### src/rtl/rww_pkg.sv
package rww_pkg;

    localparam logic [2:0] CMD_NOP    = 3'd0;
    localparam logic [2:0] CMD_PROG   = 3'd1;
    localparam logic [2:0] CMD_ERASE  = 3'd2;
    localparam logic [2:0] CMD_SUSP   = 3'd3;
    localparam logic [2:0] CMD_RESUME = 3'd4;
    localparam logic [2:0] CMD_RDARR  = 3'd5;
    localparam logic [2:0] CMD_RDID   = 3'd6;

    typedef enum logic [1:0] {
        MD_ARRAY  = 2'd0,
        MD_STATUS = 2'd1,
        MD_ID     = 2'd2
    } mode_e;

    typedef enum logic [2:0] {
        OP_IDLE  = 3'd0,
        OP_PROG  = 3'd1,
        OP_ERASE = 3'd2,
        OP_SUSP  = 3'd3,
        OP_PSUSP = 3'd4
    } op_e;

endpackage

### src/rtl/rww_bank.sv
module rww_bank
    import rww_pkg::*;
#(
    parameter int BLK_W = 6
) (
    input  logic             clk,
    input  logic             rst_n,
    input  logic [2:0]       cmd_op,
    input  logic             here,
    input  logic [BLK_W-1:0] blk,
    input  logic             other_idle,
    input  logic             other_start,
    input  logic             id_ok,
    input  logic             done,
    output mode_e            mode,
    output logic             running,
    output logic             suspended,
    output logic             idle,
    output logic             start,
    output logic             reject
);

    typedef struct packed {
        mode_e            mode;
        op_e              op;
        logic [BLK_W-1:0] sblk;
    } bank_st_t;

    bank_st_t st_d, st_q;

    always_comb begin
        st_d   = st_q;
        start  = 1'b0;
        reject = 1'b0;
        if (done) begin
            case (st_q.op)
                OP_PROG, OP_ERASE: st_d.op = OP_IDLE;
                OP_PSUSP:          st_d.op = OP_SUSP;
                default:           ;
            endcase
        end
        if (other_start) st_d.mode = MD_ARRAY;
        if (here) begin
            case (cmd_op)
                CMD_PROG: begin
                    if (st_q.op == OP_IDLE && other_idle) begin
                        st_d.op = OP_PROG;
                        start   = 1'b1;
                    end else if (st_q.op == OP_SUSP && other_idle && blk != st_q.sblk) begin
                        st_d.op = OP_PSUSP;
                        start   = 1'b1;
                    end else begin
                        reject = 1'b1;
                    end
                end
                CMD_ERASE: begin
                    if (st_q.op == OP_IDLE && other_idle) begin
                        st_d.op   = OP_ERASE;
                        st_d.sblk = blk;
                        start     = 1'b1;
                    end else begin
                        reject = 1'b1;
                    end
                end
                CMD_SUSP: begin
                    if (st_q.op == OP_ERASE) st_d.op = OP_SUSP;
                end
                CMD_RESUME: begin
                    if (st_q.op == OP_SUSP) begin
                        st_d.op = OP_ERASE;
                        start   = 1'b1;
                    end
                end
                CMD_RDARR: st_d.mode = MD_ARRAY;
                CMD_RDID: begin
                    if (id_ok) st_d.mode = MD_ID;
                    else       reject    = 1'b1;
                end
                default: ;
            endcase
            if (start) st_d.mode = MD_STATUS;
        end
    end

    always_ff @(posedge clk or negedge rst_n) begin
        if (!rst_n) begin
            st_q <= '{mode: MD_ARRAY, op: OP_IDLE, sblk: '0};
        end else begin
            st_q <= st_d;
        end
    end

    assign mode      = st_q.mode;
    assign running   = (st_q.op == OP_PROG) || (st_q.op == OP_ERASE) || (st_q.op == OP_PSUSP);
    assign suspended = (st_q.op == OP_SUSP) || (st_q.op == OP_PSUSP);
    assign idle      = (st_q.op == OP_IDLE);

    assert_start_to_status_R2: assert property (@(posedge clk) disable iff (!rst_n)
        start |=> (st_q.mode == MD_STATUS));

    assert_forced_array_R2: assert property (@(posedge clk) disable iff (!rst_n)
        other_start |=> (st_q.mode == MD_ARRAY));

    assert_erased_block_kept_R5: assert property (@(posedge clk) disable iff (!rst_n)
        (here && cmd_op == CMD_PROG && st_q.op == OP_SUSP && blk == st_q.sblk)
        |=> (st_q.op == OP_SUSP));

    assert_done_keeps_status_R6: assert property (@(posedge clk) disable iff (!rst_n)
        (done && cmd_op == CMD_NOP && st_q.op == OP_PROG && !other_start)
        |=> (st_q.op == OP_IDLE) && $stable(st_q.mode));

    assert_stray_resume_R7: assert property (@(posedge clk) disable iff (!rst_n)
        (here && cmd_op == CMD_RESUME && st_q.op != OP_SUSP && !done)
        |=> $stable(st_q.op));

endmodule

### src/rtl/rww_rd_sel.sv
module rww_rd_sel
    import rww_pkg::*;
#(
    parameter int              ADDR_W = 21,
    parameter logic [ADDR_W-1:0] SPLIT = ADDR_W'(1) << (ADDR_W - 1)
) (
    input  logic [ADDR_W-1:0] rd_addr,
    input  mode_e             mode_a,
    input  mode_e             mode_b,
    input  logic [1:0]        run,
    input  logic [1:0]        susp,
    output logic              rd_bank,
    output logic [1:0]        rd_src,
    output logic [1:0]        rd_stat
);

    always_comb begin
        rd_bank = (rd_addr >= SPLIT);
        rd_src  = rd_bank ? mode_b : mode_a;
        rd_stat = rd_bank ? {run[1], susp[1]} : {run[0], susp[0]};
    end

endmodule

### src/rtl/rww_mode_tracker.sv
module rww_mode_tracker
    import rww_pkg::*;
#(
    parameter int ADDR_W  = 21,
    parameter int BLK_LSB = 15
) (
    input  logic              clk,
    input  logic              rst_n,
    input  logic [2:0]        cmd_op,
    input  logic [ADDR_W-1:0] cmd_addr,
    input  logic              done_a,
    input  logic              done_b,
    input  logic              boot_top,
    input  logic [ADDR_W-1:0] rd_addr,
    output logic              rd_bank,
    output logic [1:0]        rd_src,
    output logic [1:0]        rd_stat,
    output logic              cmd_err,
    output logic              boot_top_o
);

    localparam int                BLK_W = ADDR_W - BLK_LSB;
    localparam logic [ADDR_W-1:0] SPLIT = ADDR_W'(1) << (ADDR_W - 1);

    typedef struct packed {
        logic err;
    } top_st_t;

    top_st_t    top_d, top_q;
    logic [1:0] here, start, reject, run, susp, idle_v, done_v;
    logic       id_ok;
    mode_e      mode_v [2];
    logic [BLK_W-1:0] blk;

    assign blk    = cmd_addr[ADDR_W-1:BLK_LSB];
    assign done_v = {done_b, done_a};

    always_comb begin
        here = (cmd_addr >= SPLIT) ? 2'b10 : 2'b01;
        if (boot_top) id_ok = (mode_v[0] == MD_ARRAY) && !run[0] && !run[1];
        else          id_ok = (mode_v[1] == MD_ARRAY) && !run[0];
        top_d.err = |reject;
    end

    for (genvar i = 0; i < 2; i++) begin : g_bank
        rww_bank #(.BLK_W(BLK_W)) u_bank (
            .clk        (clk),
            .rst_n      (rst_n),
            .cmd_op     (cmd_op),
            .here       (here[i]),
            .blk        (blk),
            .other_idle (idle_v[1-i]),
            .other_start(start[1-i]),
            .id_ok      (id_ok),
            .done       (done_v[i]),
            .mode       (mode_v[i]),
            .running    (run[i]),
            .suspended  (susp[i]),
            .idle       (idle_v[i]),
            .start      (start[i]),
            .reject     (reject[i])
        );
    end

    rww_rd_sel #(.ADDR_W(ADDR_W), .SPLIT(SPLIT)) u_rd_sel (
        .rd_addr(rd_addr),
        .mode_a (mode_v[0]),
        .mode_b (mode_v[1]),
        .run    (run),
        .susp   (susp),
        .rd_bank(rd_bank),
        .rd_src (rd_src),
        .rd_stat(rd_stat)
    );

    always_ff @(posedge clk or negedge rst_n) begin
        if (!rst_n) top_q <= '{err: 1'b0};
        else        top_q <= top_d;
    end

    assign cmd_err    = top_q.err;
    assign boot_top_o = boot_top;

    assert_one_writer_R4: assert property (@(posedge clk) disable iff (!rst_n)
        !(run[0] && run[1]));

    assert_id_gate_R8: assert property (@(posedge clk) disable iff (!rst_n)
        (cmd_op == CMD_RDID && !id_ok) |=> cmd_err);

    assert_id_no_change_R9: assert property (@(posedge clk) disable iff (!rst_n)
        (cmd_op == CMD_RDID && !id_ok && done_v == 2'b00)
        |=> $stable(run) && $stable(susp));

endmodule

### config.mk
export PLATFORM = sky130hd
export DESIGN_NAME = rww_mode_tracker
export DESIGN_NICKNAME = d
export VERILOG_FILES = /design/src/rtl/rww_pkg.sv /design/src/rtl/rww_bank.sv /design/src/rtl/rww_rd_sel.sv /design/src/rtl/rww_mode_tracker.sv
export SDC_FILE = /design/constraint.sdc
export NUM_CORES = 1
export LEC_CHECK = 0
export BUFFER_PORTS_ARGS = -buffer_cell sky130_fd_sc_hd__buf_4
export CAP_MARGIN = 20
export CORE_AREA = 2 2 68 70
export DETAILED_ROUTE_END_ITERATION = 8
export DIE_AREA = 0 0 70 72
export GPL_TIMING_DRIVEN = 0
export PLACE_DENSITY_LB_ADDON = 0.12
export SLEW_MARGIN = 30
export SYNTH_ARGS = -nofsm -noshare
export SYNTH_HDL_FRONTEND = slang
export SYNTH_HIERARCHICAL = 1
export SYNTH_SLANG_ARGS = --single-unit
### constraint.sdc
create_clock -name clk -period 6.5 [get_ports clk]
set_clock_uncertainty 0.2 [all_clocks]
set_input_delay 0.975 -clock clk [delete_from_list [all_inputs] [get_ports clk]]
set_output_delay 0.975 -clock clk [all_outputs]
set_load 0.05 [all_outputs]
==> flow_summary.ini, run 1 <==
[critical_path]
path_cells = clkbuf_1 -> nor3_1 -> nor4b_4 -> o211ai_1 -> nand2_1 -> a21o_1 -> nand2b_1 -> a21oi_1 -> o21ai_0 -> o32ai_1
path_class = flip-flop to flip-flop
path_buf_inv = 1
worstReg2RegStart = g_bank[0].u_bank/st_q[7]
cp-startpoint = g_bank[0].u_bank/st_q[7]
crit_path_start_kind = flip-flop
path_delay_family = simple AND/OR/NAND/NOR gates
cp_data_required_time_ns = 6.45
end_kind = flip-flop
max_stage_delay_ns = 0.74
arrival_ns = 3.06
cp_max_fo = 10
crit_slowest_cell = nor3_1

[sta]
worstMarginPinSlew_ns = 0.8332
maxSlewViolCount = 0
finalSetupViolCount = 0
fin_crit_ns = 3.104
maxSlewHeadroom_pct = 44.03
hold_ws_ns = 0.3340
max_freq_mhz = 322.2
finalHoldViolations = 0
setup_ws_ns = 3.396
setup_tns_ns = 0
min_period_over_period_pct = 47.75
rsz0062_at_grt = false

[power]
peakVddDrop_mv = 0.1447
power_uw = 501.4
leakage_uw = 0.001015
power.switching_uw = 184.9
switching_share_pct = 36.88
p_per_area_nw_per_um2 = 235.2
p_clk_share_pct = 18.5
p_int_uw = 316.5
seq_power_share_pct = 39.4
combPwrFrac_pct = 42.1

[clock_network]
clk_pin_slew_worst_paths_ns = 0.09
cts_sinks = 23
post_cts_buffers = 0
cts-root-buf = clkbuf_8
cts_resized = 0
cts_tree = built
cts_buffers = 3
cts_max_level = 1
ctsHoldBuffers = 0
clock_latency_ns = 0.27
clockBufferDepth = 2

[floorplanning]
dieArea_sq_um = 5040
start_util_pct = 43.87
ioPinCount = 57
die_w_um = 70
core-area_sq_um = 4264
placementRows = 24
die_y_um = 72

[yosys]
synth.cell_area_sq_um = 1871
synth_edf_count = 0
synth_async_sr_flop_share_pct = 100.0
synth_cell_type_count = 39
synthTopCellsByArea = dfrtp_1 31%, mux2_2 11%, xor2_1 6.6%, nand2_1 4.0%, a21oi_1 3.5%
synth.top_cell.area_share_pct = 30.77
ys_seq_area_share_pct = 30.77
syn_nets = 253
synthCells = 203
yosysMostFrequentCell = dfrtp_1
synth_top_area_cell = dfrtp_1
yosys_most_used_dff = dfrtp_1
yosys-top-cells-count = 23 x dfrtp_1, 20 x nand2_1, 18 x mux2_2
synth_area_per_cell_sq_um = 9.215
ys_seq_elements = 23
yosys_warnings = 6

[drt]
vias = 1488
postRouteAntennaNets = 0
routed_wl_mm = 4.023
drt-pass1-iter-count = 4
drt-initial-drc-count = 114
vias_per_cell = 5.333
wl_per_cell_um = 14.42
drc_errors = 0

[grt]
antenna_found_initial = 0
grt_pass1_wl_mm = 7.031
grt_usage_pct = 17.29
grt_pass1_vias = 1495
overflow = 0
grt_max_degree = 24

[job]
drv_cap = 0

[run_status]
status = complete, no violations

[placed_design]
routabilityCongestion = 0.7908
dpl_worst_slack_ns = 3.475
portBuffers = 20
hpwl_mm = 2.912

[finish]
layout-drive-gt1-share_pct = 32.60
antenna_cells = 0
fin_nets = 278
fin_util_pct = 50.00
syn2layout_area_growth_pct = 13.98

[min_path]
hold_path_class = flip-flop to flip-flop
hold_start = g_bank[0].u_bank/st_q[2]
worst register-to-register path, stage by stage (launching register included):
cell and delay (ns):
dfrtp_1 0.45, clkbuf_1 0.24, nor3_1 0.74, nor4b_4 0.46
o211ai_1 0.14, nand2_1 0.14, a21o_1 0.16, nand2b_1 0.16
a21oi_1 0.07, o21ai_0 0.14, o32ai_1 0.09
flip-flops by register name (all words and copies together), names as in the netlist:
name,cells
g_bank.u_bank/st_q,18
g_bank.u_bank/mode,4
cmd_err,1
metal layers:
metal / part of all wire, % / wire length (um) / up-vias / track usage [%]
li1: - / - / 759 / -
met1: 52 / 2083 / 685 / 25.15
met2: 43 / 1723 / 39 / 27.09
met3: 4.3 / 174 / 5 / 2.500
met4: 1.0 / 42 / 0 / 4.701
met5: 0 / 0 / - / 0
kinds of logic after synthesis:
logic type | count (synthesis) | synth area share [%]
and+or+nand+nor | 83 | 28.76
buffers and inverters | 22 | 7.559
xor gates and xnor gates | 14 | 6.555
DFF | 23 | 30.77
muxes | 20 | 11.91
AOI/OAI and AO/OA | 41 | 14.45
stage by stage:
stage                     instance area [sq um]  cells
after detailed placement                   2086    275
after global placement                     2086    275
after CTS                                  2132    279
after floorplan                            1871    203
after global routing                       2132    279
final                                      2132    279
final timing paths:
path                                                 end  slack [ns]  cells after the start
worst max-delay path            g_bank[0].u_bank/mode[1]        3.40                     10
worst min-delay path            g_bank[0].u_bank/st_q[2]        0.33                      1
worst max register to register  g_bank[0].u_bank/mode[1]        3.40                     10
worst min register to register  g_bank[0].u_bank/st_q[2]        0.33                      1
max in group asynchronous       g_bank[1].u_bank/st_q[3]        5.47                      1
min in group asynchronous       g_bank[0].u_bank/mode[1]        0.39                      1
layout make-up:
| cell class | instances | area [sq um] |
|---|---|---|
| Timing Repair Buffer | 20 | 150.1 |
| Tap cell | 52 | 65.06 |
| Multi-Input combinational cell | 158 | 1154 |
| Sequential cell | 23 | 575.6 |
| Buffer | 17 | 122.6 |
| Clock buffer | 3 | 41.29 |
| Clock inverter | 1 | 5.005 |
| Inverter | 5 | 18.77 |
| Fill cell | 422 | 2132 |
power by group through the flow:
stage	registers [uW]	clock network, uW	logic (uW)
floorplan	200	0	163
global placement	200	0	210
detailed placement	201	0	212
CTS	198	96.9	213
global route	202	103	232
finish	198	92.7	211
placed cells by master, fill, tap and decap left out, drive strengths merged, types with 3 or more instances in the layout:
master / synthesis / layout
nand2b: 6 / 6
nor3b: 6 / 6
a21o: 6 / 6
mux2: 18 / 18
o32ai: 4 / 4
dfrtp: 23 / 23
nand4: 4 / 4
o21ai: 6 / 6
buf: 9 / 29
inv: 5 / 5
xor2: 14 / 14
nor4: 4 / 4
nor2: 12 / 12
and2b: 4 / 4
nor2b: 8 / 8
a21oi: 15 / 15
or2: 3 / 3
nand3: 6 / 6
nand2: 22 / 22
clkbuf: 8 / 11
Power figures use the tool's default switching activity.
==> inputs of run 2 (changes only) <==
- ABC_AREA: not set -> 1
- CORE_AREA: 2 2 68 70 -> 2 2 69 71
- DIE_AREA: 0 0 70 72 -> 0 0 71 73
- clock period: 6.5 -> 2.7 ns (I/O delays scaled with it)
==> run 2 against run 1 <==
Against the previous run: non-clock buffer count is 5 lower; critical endpoint unchanged; critical path depth increased by 6; sequential share of layout area decreased by 0.56 points; clock power grew 140%; highest routed layer unchanged; worst hold slack got worse by 0.10 ns; flip-flop and latch count did not move; critical path type unchanged; maximum frequency up 46%; wire length increased by 2.4%.
==> flow_summary.ini, run 2 <==
[run_status]
status = complete, no violations

[power]
combPwrFrac_pct = 40.3
switching_share_pct = 39.47
p_per_area_nw_per_um2 = 551.0
power_uw = 1200
power.switching_uw = 473.5
peakVddDrop_mv = 0.3523
leakage_uw = 0.001267
seq_power_share_pct = 41.2
p_int_uw = 726.1
p_clk_share_pct = 18.4

[yosys]
synth.cell_area_sq_um = 1903
synthCells = 312
ys_seq_area_share_pct = 30.24
synth.top_cell.area_share_pct = 30.24
syn_nets = 362
yosys_warnings = 6
yosysMostFrequentCell = nand2_1
synth_area_per_cell_sq_um = 6.100
synth_edf_count = 0
synth_top_area_cell = dfrtp_1
ys_seq_elements = 23
yosys-top-cells-count = 101 x nand2_1, 57 x inv_1, 26 x nand3_1, 26 x nor2_1, 23 x dfrtp_1
yosys_most_used_dff = dfrtp_1
synth_async_sr_flop_share_pct = 100.0
synth_cell_type_count = 19
synthTopCellsByArea = dfrtp_1 30%, nand2_1 20%, inv_1 11%, nand3_1 6.8%, o21ai_0 5.8%

[floorplanning]
die_w_um = 71
placementRows = 25
ioPinCount = 57
core-area_sq_um = 4536
die_y_um = 73
dieArea_sq_um = 5183
start_util_pct = 41.96

[drt]
drt-pass1-iter-count = 4
drc_errors = 0
wl_per_cell_um = 10.53
routed_wl_mm = 4.119
postRouteAntennaNets = 0
drt-initial-drc-count = 74
vias = 1857
vias_per_cell = 4.749

[critical_path]
end_kind = flip-flop
worstReg2RegStart = g_bank[0].u_bank/st_q[7]
arrival_ns = 2.08
path_buf_inv = 5
path_common_cell = inv_1
r2r-end = g_bank[0].u_bank/mode[1]
max_stage_delay_ns = 0.43
cp_max_fo = 4
path_delay_family = simple AND/OR/NAND/NOR gates
path_cells = nor2_2 -> nand2_2 -> inv_1 -> inv_1 -> nor2_2 -> inv_1 -> nor2_1 -> nor2_1 -> nand2_1 -> nand2_1 -> inv_1 -> inv_1 -> nand2_1 -> a21oi_1 -> nand3_1 -> o21ai_0
crit_path_start_kind = flip-flop
path_class = flip-flop to flip-flop
cp_data_required_time_ns = 2.65
rrSetupSlack_ns = 0.57
rr_worst_depth = 16
crit_slowest_cell = dfrtp_1

[sta]
finalSetupViolCount = 0
max_freq_mhz = 468.9
worstMarginPinSlew_ns = 0.3407
maxSlewViolCount = 0
setup_ws_ns = 0.5672
rsz0062_at_grt = false
maxSlewHeadroom_pct = 77.07
fin_crit_ns = 2.133
min_period_over_period_pct = 78.99
finalHoldViolations = 0
setup_tns_ns = 0

[finish]
largest_reg_flops = 18
antenna_cells = 0
syn2layout_area_growth_pct = 14.40
layout_commonest_cell = nand2_1
fin_nets = 388
mostFrequentLayoutCells = 101 x nand2_1, 57 x inv_1, 26 x nor2_1, 26 x nand3_1, 25 x buf_4
layout-drive-gt1-share_pct = 18.99
largest_register = g_bank.u_bank/st_q

[clock_network]
clock_latency_ns = 0.27
cts_resized = 0
post_cts_buffers = 0
clk_pin_slew_worst_paths_ns = 0.09
ctsHoldBuffers = 1
cts-root-buf = clkbuf_8
cts_max_level = 1
cts_tree = built
cts_buffers = 3
cts_sinks = 23
clockBufferDepth = 2

[grt]
grt_pass1_vias = 1599
grt_max_degree = 24
overflow = 0
grt_pass1_wl_mm = 6.982
grt_usage_pct = 17.09
antenna_found_initial = 0

[min_path]
worstHoldEndpoint = g_bank[1].u_bank/st_q[3]
hold_path_class = primary input to flip-flop
hold_depth = 3
hold_start = cmd_addr[18]

[placed_design]
routabilityCongestion = 0.8356
dpl_worst_slack_ns = 0.5885
portBuffers = 20
hpwl_mm = 3.256

[job]
drv_cap = 0
-- run 2: cell types whose count changed in the layout (fill, tap and decap cells not counted), moves of 7 or more --
cell / previous run / this run
nor2_1: 10 / 26
o21ai_0: 6 / 22
nand2_1: 20 / 101
o21ai_2: 0 / 12
inv_1: 5 / 57
nor2b_1: 8 / 0
xor2_1: 14 / 0
a21oi_1: 13 / 6
mux2_2: 18 / 0
nand3_1: 6 / 26
-- run 2: logic make-up (layout without fill, tap and decap cells) --
group                  Yosys count  after routing  share of synthesized area (%)
AND/OR/NAND/NOR                176            176                          39.91
buffers and inverters           73             98                          16.96
flip-flops                      23             23                          30.24
AO/OA/AOI/OAI                   40             40                          12.89
-- run 2: routing by layer --
metal | GRT usage, % | up-vias | wire length (um)
met4 | 5.660 | 0 | 40
met2 | 28.25 | 47 | 1868
met1 | 23.26 | 805 | 1976
li1 | - | 1001 | -
met3 | 2.210 | 4 | 234
met5 | 0 | - | 0
-- run 2: power by group through the flow --
stage	Sequential (uW)	Clock, uW	Combinational, uW
detailed placement	501	0	485
CTS	495	234	488
global placement	500	0	482
global route	508	250	554
finish	495	221	484
floorplan	493	0	372
-- run 2: layout make-up --
cell class / instances / area (sq um)
timing repair buffer: 21 / 160.2
clock buffer: 3 / 41.29
tap: 54 / 67.56
sequential: 23 / 575.6
inverter: 62 / 232.7
fill: 491 / 2359
multi-input combinational: 216 / 1005
clock inverter: 1 / 5.005
buffer: 11 / 90.09
-- run 2: worst register-to-register path, cell delays in order (launching register included) --
cell	delay, ns
dfrtp_1	0.43
nor2_2	0.17
nand2_2	0.07
inv_1	0.08
inv_1	0.06
nor2_2	0.16
inv_1	0.09
nor2_1	0.14
nor2_1	0.09
nand2_1	0.07
nand2_1	0.06
inv_1	0.06
inv_1	0.04
nand2_1	0.07
a21oi_1	0.07
nand3_1	0.07
o21ai_0	0.08
-- run 2: through the flow --
stage / std cells / hold WS, ns / util [%] / instance area (sq um)
floorplan: 312 / -0.09059 / - / 1903
global placement: 386 / 0.1259 / 46.76 / 2121
detailed placement: 386 / 0.1280 / 46.76 / 2121
CTS: 391 / 0.2202 / 48.00 / 2177
global route: 391 / 0.2237 / 48.00 / 2177
finish: 391 / 0.2296 / 48.00 / 2177
-- run 2: worst max-delay path by stage --
stage | end | depth (start not counted) | startpoint | slack, ns
finish | g_bank[0].u_bank/mode[1] | 16 | g_bank[0].u_bank/st_q[7] | 0.57
global route | g_bank[0].u_bank/mode[1] | 16 | g_bank[0].u_bank/st_q[7] | 0.32
CTS | g_bank[0].u_bank/mode[1] | 16 | g_bank[0].u_bank/st_q[7] | 0.56
detailed placement | g_bank[0].u_bank/mode[1] | 16 | g_bank[0].u_bank/st_q[7] | 0.59
global placement | g_bank[0].u_bank/mode[1] | 16 | g_bank[0].u_bank/st_q[7] | 0.61
floorplan | g_bank[0].u_bank/mode[1] | 16 | g_bank[0].u_bank/st_q[7] | 0.87
